`config.mk`:
```
export PLATFORM = sky130hd
export DESIGN_NAME = flash_erase_guard
export DESIGN_NICKNAME = d
export VERILOG_FILES = /design/src/rtl/flash_erase_guard.sv
export SDC_FILE = /design/constraint.sdc
export NUM_CORES = 1
export LEC_CHECK = 0
export ABC_AREA = 1
export BUFFER_PORTS_ARGS = -buffer_cell sky130_fd_sc_hd__buf_4
export CAP_MARGIN = 20
export CORE_MARGIN = 5
export CORE_UTILIZATION = 43
export DETAILED_ROUTE_END_ITERATION = 10
export GPL_TIMING_DRIVEN = 0
export PLACE_DENSITY_LB_ADDON = 0.1
export SYNTH_ARGS = -nofsm -noshare
export SYNTH_HDL_FRONTEND = slang
export SYNTH_SLANG_ARGS = --single-unit
```
`constraint.sdc`:
```
create_clock -name clk -period 1.3 [get_ports clk]
set_input_delay 0.325 -clock clk [delete_from_list [all_inputs] [get_ports clk]]
set_output_delay 0.325 -clock clk [all_outputs]
set_load 0.01 [all_outputs]
```
`src/rtl/flash_erase_guard.sv`:
```
`timescale 1ns/1ps
module flash_erase_guard #(
  parameter int NBLK = 8,
  parameter int AW   = 17
) (
  input  logic            clk,
  input  logic            rst_n,
  input  logic            hw_standby,
  input  logic            sw_standby,
  input  logic            wen_pin,
  input  logic            sw_wen,
  input  logic            flash_on,
  input  logic            reg_we,
  input  logic [NBLK-1:0] reg_wdata,
  output logic [NBLK-1:0] reg_rdata,
  input  logic            erase_req,
  input  logic [AW-1:0]   erase_addr,
  output logic            erase_grant,
  output logic            erase_fault
);
  localparam int EW = AW + 1;

  function automatic logic [EW-1:0] blk_base(input int i);
    case (i)
      0:       return EW'('h00000);
      1:       return EW'('h08000);
      2:       return EW'('h10000);
      3:       return EW'('h18000);
      4:       return EW'('h1F000);
      5:       return EW'('h1F400);
      6:       return EW'('h1F800);
      7:       return EW'('h1FC00);
      default: return EW'('h20000);
    endcase
  endfunction

  logic [NBLK-1:0] sel_q;
  logic [NBLK-1:0] hit;
  logic            clr, wr_ok, allow;
  logic            grant_q, fault_q;
  logic [EW-1:0]   addr_x;

  assign clr    = hw_standby | sw_standby | ~wen_pin | ~sw_wen;
  assign wr_ok  = reg_we & flash_on & ~clr & ((reg_wdata & (reg_wdata - 1'b1)) == '0);
  assign addr_x = {1'b0, erase_addr};

  for (genvar i = 0; i < NBLK; i++) begin : g_blk
    assign hit[i] = (addr_x >= blk_base(i)) && (addr_x < blk_base(i + 1));
  end

  assign allow     = flash_on & ~clr & |(hit & sel_q);
  assign reg_rdata = flash_on ? sel_q : '0;

  always_ff @(posedge clk or negedge rst_n) begin
    if (!rst_n)     sel_q <= '0;
    else if (clr)   sel_q <= '0;
    else if (wr_ok) sel_q <= reg_wdata;
  end

  always_ff @(posedge clk or negedge rst_n) begin
    if (!rst_n) begin
      grant_q <= 1'b0;
      fault_q <= 1'b0;
    end else begin
      grant_q <= erase_req & allow;
      fault_q <= erase_req & ~allow;
    end
  end

  assign erase_grant = grant_q;
  assign erase_fault = fault_q;
endmodule


```
# Word level (Yosys, flattened, before mapping)

Cells that the tools add are included.

Reduce and logical (&&, ||, !) cells: 11
Mux-type cells: 3
Equality and inequality tests: 0
Order comparisons: 16
Add/sub/neg operators: 1
Bitwise logic cells: 16
Shift-type cells: 0
Divide/modulo/power cells: 0
Multiply operators: 0

Operators with widths:

| operator             | number |
|---|---|
| $ge 17x17->1 const B | 6 |
| $lt 17x17->1 const B | 6 |
| $mux 8               | 3 |
| $lt 17x18->1 const B | 1 |
| $ge 17x1->1 const B  | 1 |
| $ge 17x16->1 const B | 1 |
| $lt 17x16->1 const B | 1 |
| $and 8x8->8          | 2 |
| $logic_and 1x1->1    | 8 |
| $logic_not 8->1      | 1 |
| $reduce_or 8->1      | 1 |
| $sub 8x1->8 const B  | 1 |
| $and 1x1->1          | 7 |
| $not 1->1            | 4 |
| $or 1x1->1           | 3 |
| $reduce_bool 2->1    | 1 |

Logic and storage cells: 50
Output and inout port bits: 10
ROM bits: 0
Memories: 0
Register bits after elaboration: 10
Bits of input ports: 34
Bits in writable memories: 0
Bits in latches: 0

# Logic depth before layout (Yosys ltp)

Gate-level depths: netlist of run 1.

Depth in word-level cells: 8
Depth in mapped cells: 9
Gate-level depth less buffers: 9

# Least setup slack after synthesis of run 1

OpenSTA, ideal clock, no wires.

Path kind: input-to-reg
Start: input reg_wdata[5]
End: register sel_q[0]
Library setup time: 0.118 ns
Stages: 5
Arrival: 1.043 ns
Buffers on the path: 0
Slack: 0.139 ns
Data required time: 1.182 ns
Cells stage by stage: or2_2 nand2_2 nand4_4 nand3_1 nand2_1

Longest elaborated chain between the ends: 5

Ends and longest elaborated chain:

| item                                 | RTL line | text |
|---|---|---|
| from (decl)                          | 14       | `input logic [NBLK-1:0] reg_wdata,` |
| $sub 8x1->8                          | 44       | `assign wr_ok = reg_we & flash_on & ~clr & ((reg_wdata & (reg_wdata - 1'b1)) == '0);` |
| $and 8x8->8 *                        | 44       |  |
| $logic_not 8->1 *                    | 44       |  |
| $and 1x1->1 *                        | 44       |  |
| $reduce_bool 2->1 (no source line) * | -        |  |
| to (signal assigned)                 | 57       | `else if (wr_ok) sel_q <= reg_wdata;` |
| to (decl)                            | 37       | `logic [NBLK-1:0] sel_q;` |

Mark *: on every way between the ends. The rest lies on a longest branch, timed or not.
A chain may end at the register's enable or synchronous reset.

# Worst setup path in the final report of run 1

Start: register sel_q[4]
End: output reg_rdata[4]

Longest elaborated chain between the ends: 1

Ends and longest elaborated chain:

| item      | RTL line | text |
|---|---|---|
| $mux 8    | 52       | `assign reg_rdata = flash_on ? sel_q : '0;` |
| to (decl) | 15       | `output logic [NBLK-1:0] reg_rdata,` |

Every way passes these cells.

==> results of run 1 <==
how the worst max path moves through the flow:
stage / startpoint / slack (ns) / to
finish: sel_q[4] / 0.08 / reg_rdata[4]
global route: sel_q[7] / 0.02 / reg_rdata[7]
CTS: sel_q[5] / 0.08 / reg_rdata[5]
detailed placement: reg_wdata[5] / -0.08 / sel_q[7]
global placement: reg_wdata[5] / -0.05 / sel_q[7]
floorplan: reg_wdata[5] / 0.14 / sel_q[0]
cell families (layout without fill, tap and decap cells):
logic type	Yosys count	count (layout)
and+or+nand+nor	85	85
DFF	10	10
buffers and inverters	26	63
AOI/OAI and AO/OA	6	6
report_power, final:
part	internal, W	switching, W	total (W)
combinational	0.0000692	0.0000820	0.000151
sequential	0.000313	0.000000550	0.000314
clock	0.000169	0.0000937	0.000263
flip-flops by register name, indices dropped and copies added (netlist names):
signal and count:
sel_q 8, erase_grant 1, erase_fault 1
tightest hold or removal path: cells and delay by family:
family,cells,cell delay (ns)
buf+inv,2,0.11
simple gates,1,0.09
cell usage after synthesis:
cell type / count
nand2_1: 40
inv_1: 24
nand3_1: 20
nor2_1: 12
dfrtp_1: 10
a21oi_1: 4
nand4_1: 3
nor2_4: 3
nand2_2: 2
nand4_4: 2
buf_4: 1
clkinv_1: 1
nand3_2: 1
nor2_2: 1
o21ai_1: 1
o21ai_2: 1
or2_2: 1
per-stage QoR:
stage,total power [W],utilization (%)
global placement,0.0004660,61.35
global route,0.0007744,63.97
finish,0.0007279,63.97
floorplan,0.0003827,-
CTS,0.0007404,63.97
detailed placement,0.0004695,61.35
per-layer routing:
layer,routed length [microns],share of wire [%]
met5,0,0
met4,6,0.33
met3,108,5.9
met2,915,50
met1,797,44
final cells by class:
type	count	area, sq um
clock buffers	4	36.28
fillers	172	635.6
flip-flops and latches	10	250.2
plain buffers	1	7.507
inverters	25	93.84
multi-input cells	91	459.2
well taps	25	31.28
repair buffers	33	250.2
what timing repair did:
item	4_1_cts	5_1_grt
hold buffers	1	0
endpoints found under the setup margin	0	0
hold endpoints to repair	10	0
==> metrics.cfg, run 1 <==
[grt]
gr-usage-met1_pct=17.32
top_usage_layer=met2
grt_use_met2_pct=27.76
grt_usage_pct=15.13
grt_pass1_vias=846
antenna_found_initial=0
grt_pass1_wl_microns=3256
grt-ovfl-total=0
use_met3_pct=3.944
grt_max_degree=11

[cts]
cts_setup_buffers=0
cts_tree=built
worst_skew_pair.late_latency_ns=0.25
h-tree-depth=1
clk_pin_slew_ns=0.06
cts.path.max_buffers=2
cts_buffers=3
ctsResizeCount=0
cts.sinks=10
clock_tree.root_cell=clkbuf_4

[route]
dr.first_iter.drc_count=13
remaining_drc_errors=0
viasPerCell=4.582
avgRoutedWirePerCell_microns=9.672
routed_wirelength_microns=1828
ant_nets=0
drt-pass1-iter-count=4
num_vias=866

[sta]
slew_headroom_pct=82.51
slew_violations=0
worst_slack_ns=0.08071
fmax_mhz=820.2
period_needed_ns=1.219
grt_setup_unrepaired=false
hold_viol_final=0
hold_slack_ns=0.3117
min_period_over_period_pct=93.79
fin_skew_ns=0.001493
worst_pin_slew_ns=0.2623
finalSetupTns_ns=0
setup_viol=0

[place]
place_area_sq_um=1082
portBuffers=32
gp_congestion=0.8363
dpl.hpwl_microns=1607
post-place-cells=184
dpl_worst_slack_ns=-0.08106

[cells_and_area]
layout_common_cells=nand2_1 (40), buf_4 (33), inv_1 (24)
final_common_cell=nand2_1
area_growth_pct=39.20
diodes=0
fin_area_sq_um=1129
fin_nets=199
finalNonFillerCells=189
drive_above_1_share_pct=29.27

[hold_path]
hold_end=erase_grant
hp-class=in2reg
hold_depth=3
hold_path_startpoint=erase_req

[synthesis]
synthMuxAreaShare_pct=0
synth_compound_area_share_pct=4.167
synth-adder-area-share_pct=0
synth.area.top_cells=dfrtp_1 (31%), nand2_1 (19%), nand3_1 (12%), inv_1 (11%), nor2_1 (5.6%)
synth-simple-area-share_pct=52.47
synth_cells=127
yosys_warnings=0
synth_xor_area_share_pct=0
synth_seq_area_share_pct=30.86
ys_ff_latch=10
syn_nets=161
ys_types=17
yosys.area.top_type=dfrtp_1
syn-cell-area_sq_um=810.8
synth_top_area_share_pct=30.86
synth_top_family_by_area=simple AND/OR/NAND/NOR gates
avgSynthCellArea_sq_um=6.384

[run_status]
status=finished, final reports clean

[critical_path]
crit_path_end_kind=output port
reg2reg_to=erase_grant
cpMaxStageDelayCell=dfrtp_1
reg2reg_slack_ns=0.28
r2r-start=sel_q[1]
slowest_delay_ns=0.40
arrival_ns=0.89
crit_buf_inv=2
crit_family=flip-flops
path_class=reg2out
cp_max_fo=3
critPathRequiredTime_ns=0.98
crit_path_start_kind=flip-flop
cp.depth=3
reg2reg_depth=8
crit_chain=nand2_1 -> inv_1 -> buf_4

[floorplanning]
std_cell_rows=15
die_area_sq_um=2854
initial_core_util_pct=45.96
die_x_microns=53.42
core_sq_um=1764
io_pins=44
die_h_microns=53.42

[power_and_ir_drop]
p_leak_nw=0.6953
peakVddDrop_mv=0.6792
pwr_density_cell_nw_per_um2=645.0

[job]
maxCapViolCount=0

(Power assumes the default switching activity.)
==> run 2: changes to the inputs <==
--- a/config.mk
+++ b/config.mk
@@ -8,8 +8,10 @@
 export ABC_AREA = 1
 export BUFFER_PORTS_ARGS = -buffer_cell sky130_fd_sc_hd__buf_4
 export CAP_MARGIN = 20
+export CELL_PAD_IN_SITES_DETAIL_PLACEMENT = 1
+export CELL_PAD_IN_SITES_GLOBAL_PLACEMENT = 2
 export CORE_MARGIN = 5
-export CORE_UTILIZATION = 43
+export CORE_UTILIZATION = 21
 export DETAILED_ROUTE_END_ITERATION = 10
 export GPL_TIMING_DRIVEN = 0
 export PLACE_DENSITY_LB_ADDON = 0.1
==> run 2 against run 1 <==
Flip-flop and latch count unchanged. Clock power increased by 11%. Clock skew about the same. Design area increased by 3.3%. Critical path depth unchanged. Critical path type unchanged.
==> metrics.cfg, run 2 (synthesized netlist as in run 1, its figures left out) <==
[run_status]
status=finished, final reports clean

[critical_path]
crit_path_end_kind=output port
crit_family=flip-flops
crit_chain=nand2_1 -> inv_1 -> buf_4
cp-startpoint=sel_q[3]
cpMaxStageDelayCell=dfrtp_1
crit_path_start_kind=flip-flop
critPathRequiredTime_ns=0.98  ; about the same
path_class=reg2out
arrival_ns=0.87  ; -0.02 ns
slowest_delay_ns=0.40  ; about the same
cp_max_fo=3  ; unchanged
crit_buf_inv=2  ; unchanged
r2r-start=sel_q[1]

[cts]
clk_pin_slew_ns=0.04  ; -0.02 ns
cts.path.max_buffers=2  ; unchanged
clock_tree.root_cell=clkbuf_8
worst_skew_pair.late_latency_ns=0.22  ; -0.03 ns
cts_setup_buffers=0  ; unchanged
cts_tree=built
cts_buffers=3  ; unchanged
cts.sinks=10  ; unchanged
h-tree-depth=1  ; unchanged

[cells_and_area]
seq_area_sq_um=250.2  ; unchanged
fill_cells=480  ; +180%
layout_common_cells=nand2_1 (40), buf_4 (33), inv_1 (24)
multiInputGateArea_sq_um=462.9  ; +0.82%
drive_above_1_share_pct=29.45  ; +0.18 points
area_growth_pct=43.83
final_util_pct=31.61  ; -32 points
largest_reg_flops=8  ; unchanged
final_common_cell=nand2_1
fin_nets=199  ; unchanged
diodes=0  ; unchanged
regMostFlops=sel_q
finalNonFillerCells=211  ; +12%

[power_and_ir_drop]
pwr-share-clk_pct=38.3  ; +2.2 points
internal_power_w=0.0005844  ; +5.9%
pwr_density_cell_nw_per_um2=655.0  ; +1.6%
p_leak_nw=0.6960  ; +0.10%
peakVddDrop_mv=0.2452  ; -64%
power_switching_w=0.0001794  ; +1.8%
switching_share_pct=23.49  ; -0.73 points
p_comb_share_pct=20.5  ; -0.3 points
p_total_w=0.0007638  ; +4.9%
p_seq_share_pct=41.2  ; -1.9 points

[route]
ant_nets=0  ; unchanged
drt-pass1-iter-count=3  ; -1
dr.first_iter.drc_count=11  ; -2
num_vias=878  ; +1.4%
remaining_drc_errors=0  ; unchanged
viasPerCell=4.161  ; -9.2%
avgRoutedWirePerCell_microns=10.88  ; +13%
routed_wirelength_microns=2296  ; +26%

[floorplanning]
die_area_sq_um=5203  ; +82%
io_pins=44  ; unchanged
core_sq_um=3689  ; +110%
die_h_microns=72.14  ; +35%
die_x_microns=72.14  ; +35%
std_cell_rows=22  ; +7
initial_core_util_pct=21.98  ; -24 points

[place]
portBuffers=32  ; unchanged
post-place-cells=207  ; +13%
gp_congestion=0.7794  ; -6.8%
dpl.hpwl_microns=2141  ; +33%

[sta]
slew_headroom_pct=80.65  ; -1.9 points
finalSetupTns_ns=0  ; unchanged
min_period_over_period_pct=91.96  ; -1.8 points
fin_skew_ns=0.001535  ; +0.00004235 ns
period_needed_ns=1.196  ; -0.02379 ns
fmax_mhz=836.5  ; +2.0%
grt_setup_unrepaired=false
setup_viol=0  ; unchanged
worst_pin_slew_ns=0.2903  ; +0.02794 ns
slew_violations=0  ; unchanged
hold_viol_final=0  ; unchanged

[grt]
grt_max_degree=11  ; unchanged
grt-ovfl-total=0  ; unchanged
grt_usage_pct=9.624  ; -5.5 points
grt_pass1_wl_microns=4008  ; +23%
grt_pass1_vias=955  ; +13%
antenna_found_initial=0  ; unchanged

[job]
maxCapViolCount=0  ; unchanged

[hold_path]
hp-class=in2reg
hold_path_startpoint=erase_req

run 2: path summary, 6_finish.rpt:
check / endpoint / slack (ns) / depth (start not counted)
max: reg_rdata[3] / 0.10 / 3
min: erase_fault / 0.35 / 3
max reg2reg: erase_grant / 0.24 / 8
min reg2reg: sel_q[7] / 0.52 / 2
max in group asynchronous: erase_fault / 0.70 / 2
min in group asynchronous: sel_q[0] / 0.46 / 2
run 2: metrics by stage:
| step | setup slack (ns) | instance area [sq um] | hold WS [ns] |
|---|---|---|---|
| global placement | -0.1351 | 1111 | 0.1583 |
| global route | 0.03678 | 1166 | 0.3499 |
| floorplan | 0.1391 | 810.8 | 0.02941 |
| CTS | 0.07397 | 1162 | 0.3486 |
| detailed placement | -0.1611 | 1111 | 0.1579 |
| finish | 0.1045 | 1166 | 0.3498 |
run 2: metal layers:
layer	global-route usage (%)	routed length, microns	up-vias	part of all wire [%]
met4	4.384	37	0	1.6
li1	-	-	468	-
met2	17.90	1160	21	51
met3	1.662	120	2	5.2
met5	0	0	-	0
met1	10.49	978	387	43
run 2: repair_timing:
action / in CTS / in global routing
hold endpoints to repair: 10 / 0
resized for setup: 0 / 1
hold buffers: 1 / 0
endpoints found under the setup margin: 0 / 2
run 2: layout make-up:
class | count | share of cell area (%)
plain buffers | 1 | 0.6438
flip-flops and latches | 10 | 21.46
inverters | 25 | 8.047
clock buffers | 3 | 3.541
repair buffers | 33 | 21.46
multi-input cells | 91 | 39.70
well taps | 48 | 5.150
run 2: power groups by stage:
stage	registers, W	clock network [W]	logic [W]
2_1_floorplan	0.000320	0	0.0000624
3_3_place_gp	0.000319	0	0.000154
3_5_place_dp	0.000319	0	0.000157
4_1_cts	0.000315	0.000305	0.000160
5_1_grt	0.000314	0.000327	0.000177
6_report	0.000315	0.000293	0.000156
run 2: worst register-to-register path: stages, from the launching register on:
cell	delay, ns
dfrtp_1	0.39
nand2_1	0.07
nand2_1	0.04
nor2_1	0.09
a21oi_1	0.05
nor2_1	0.10
nand2_1	0.09
nand2_1	0.07
nor2_1	0.04
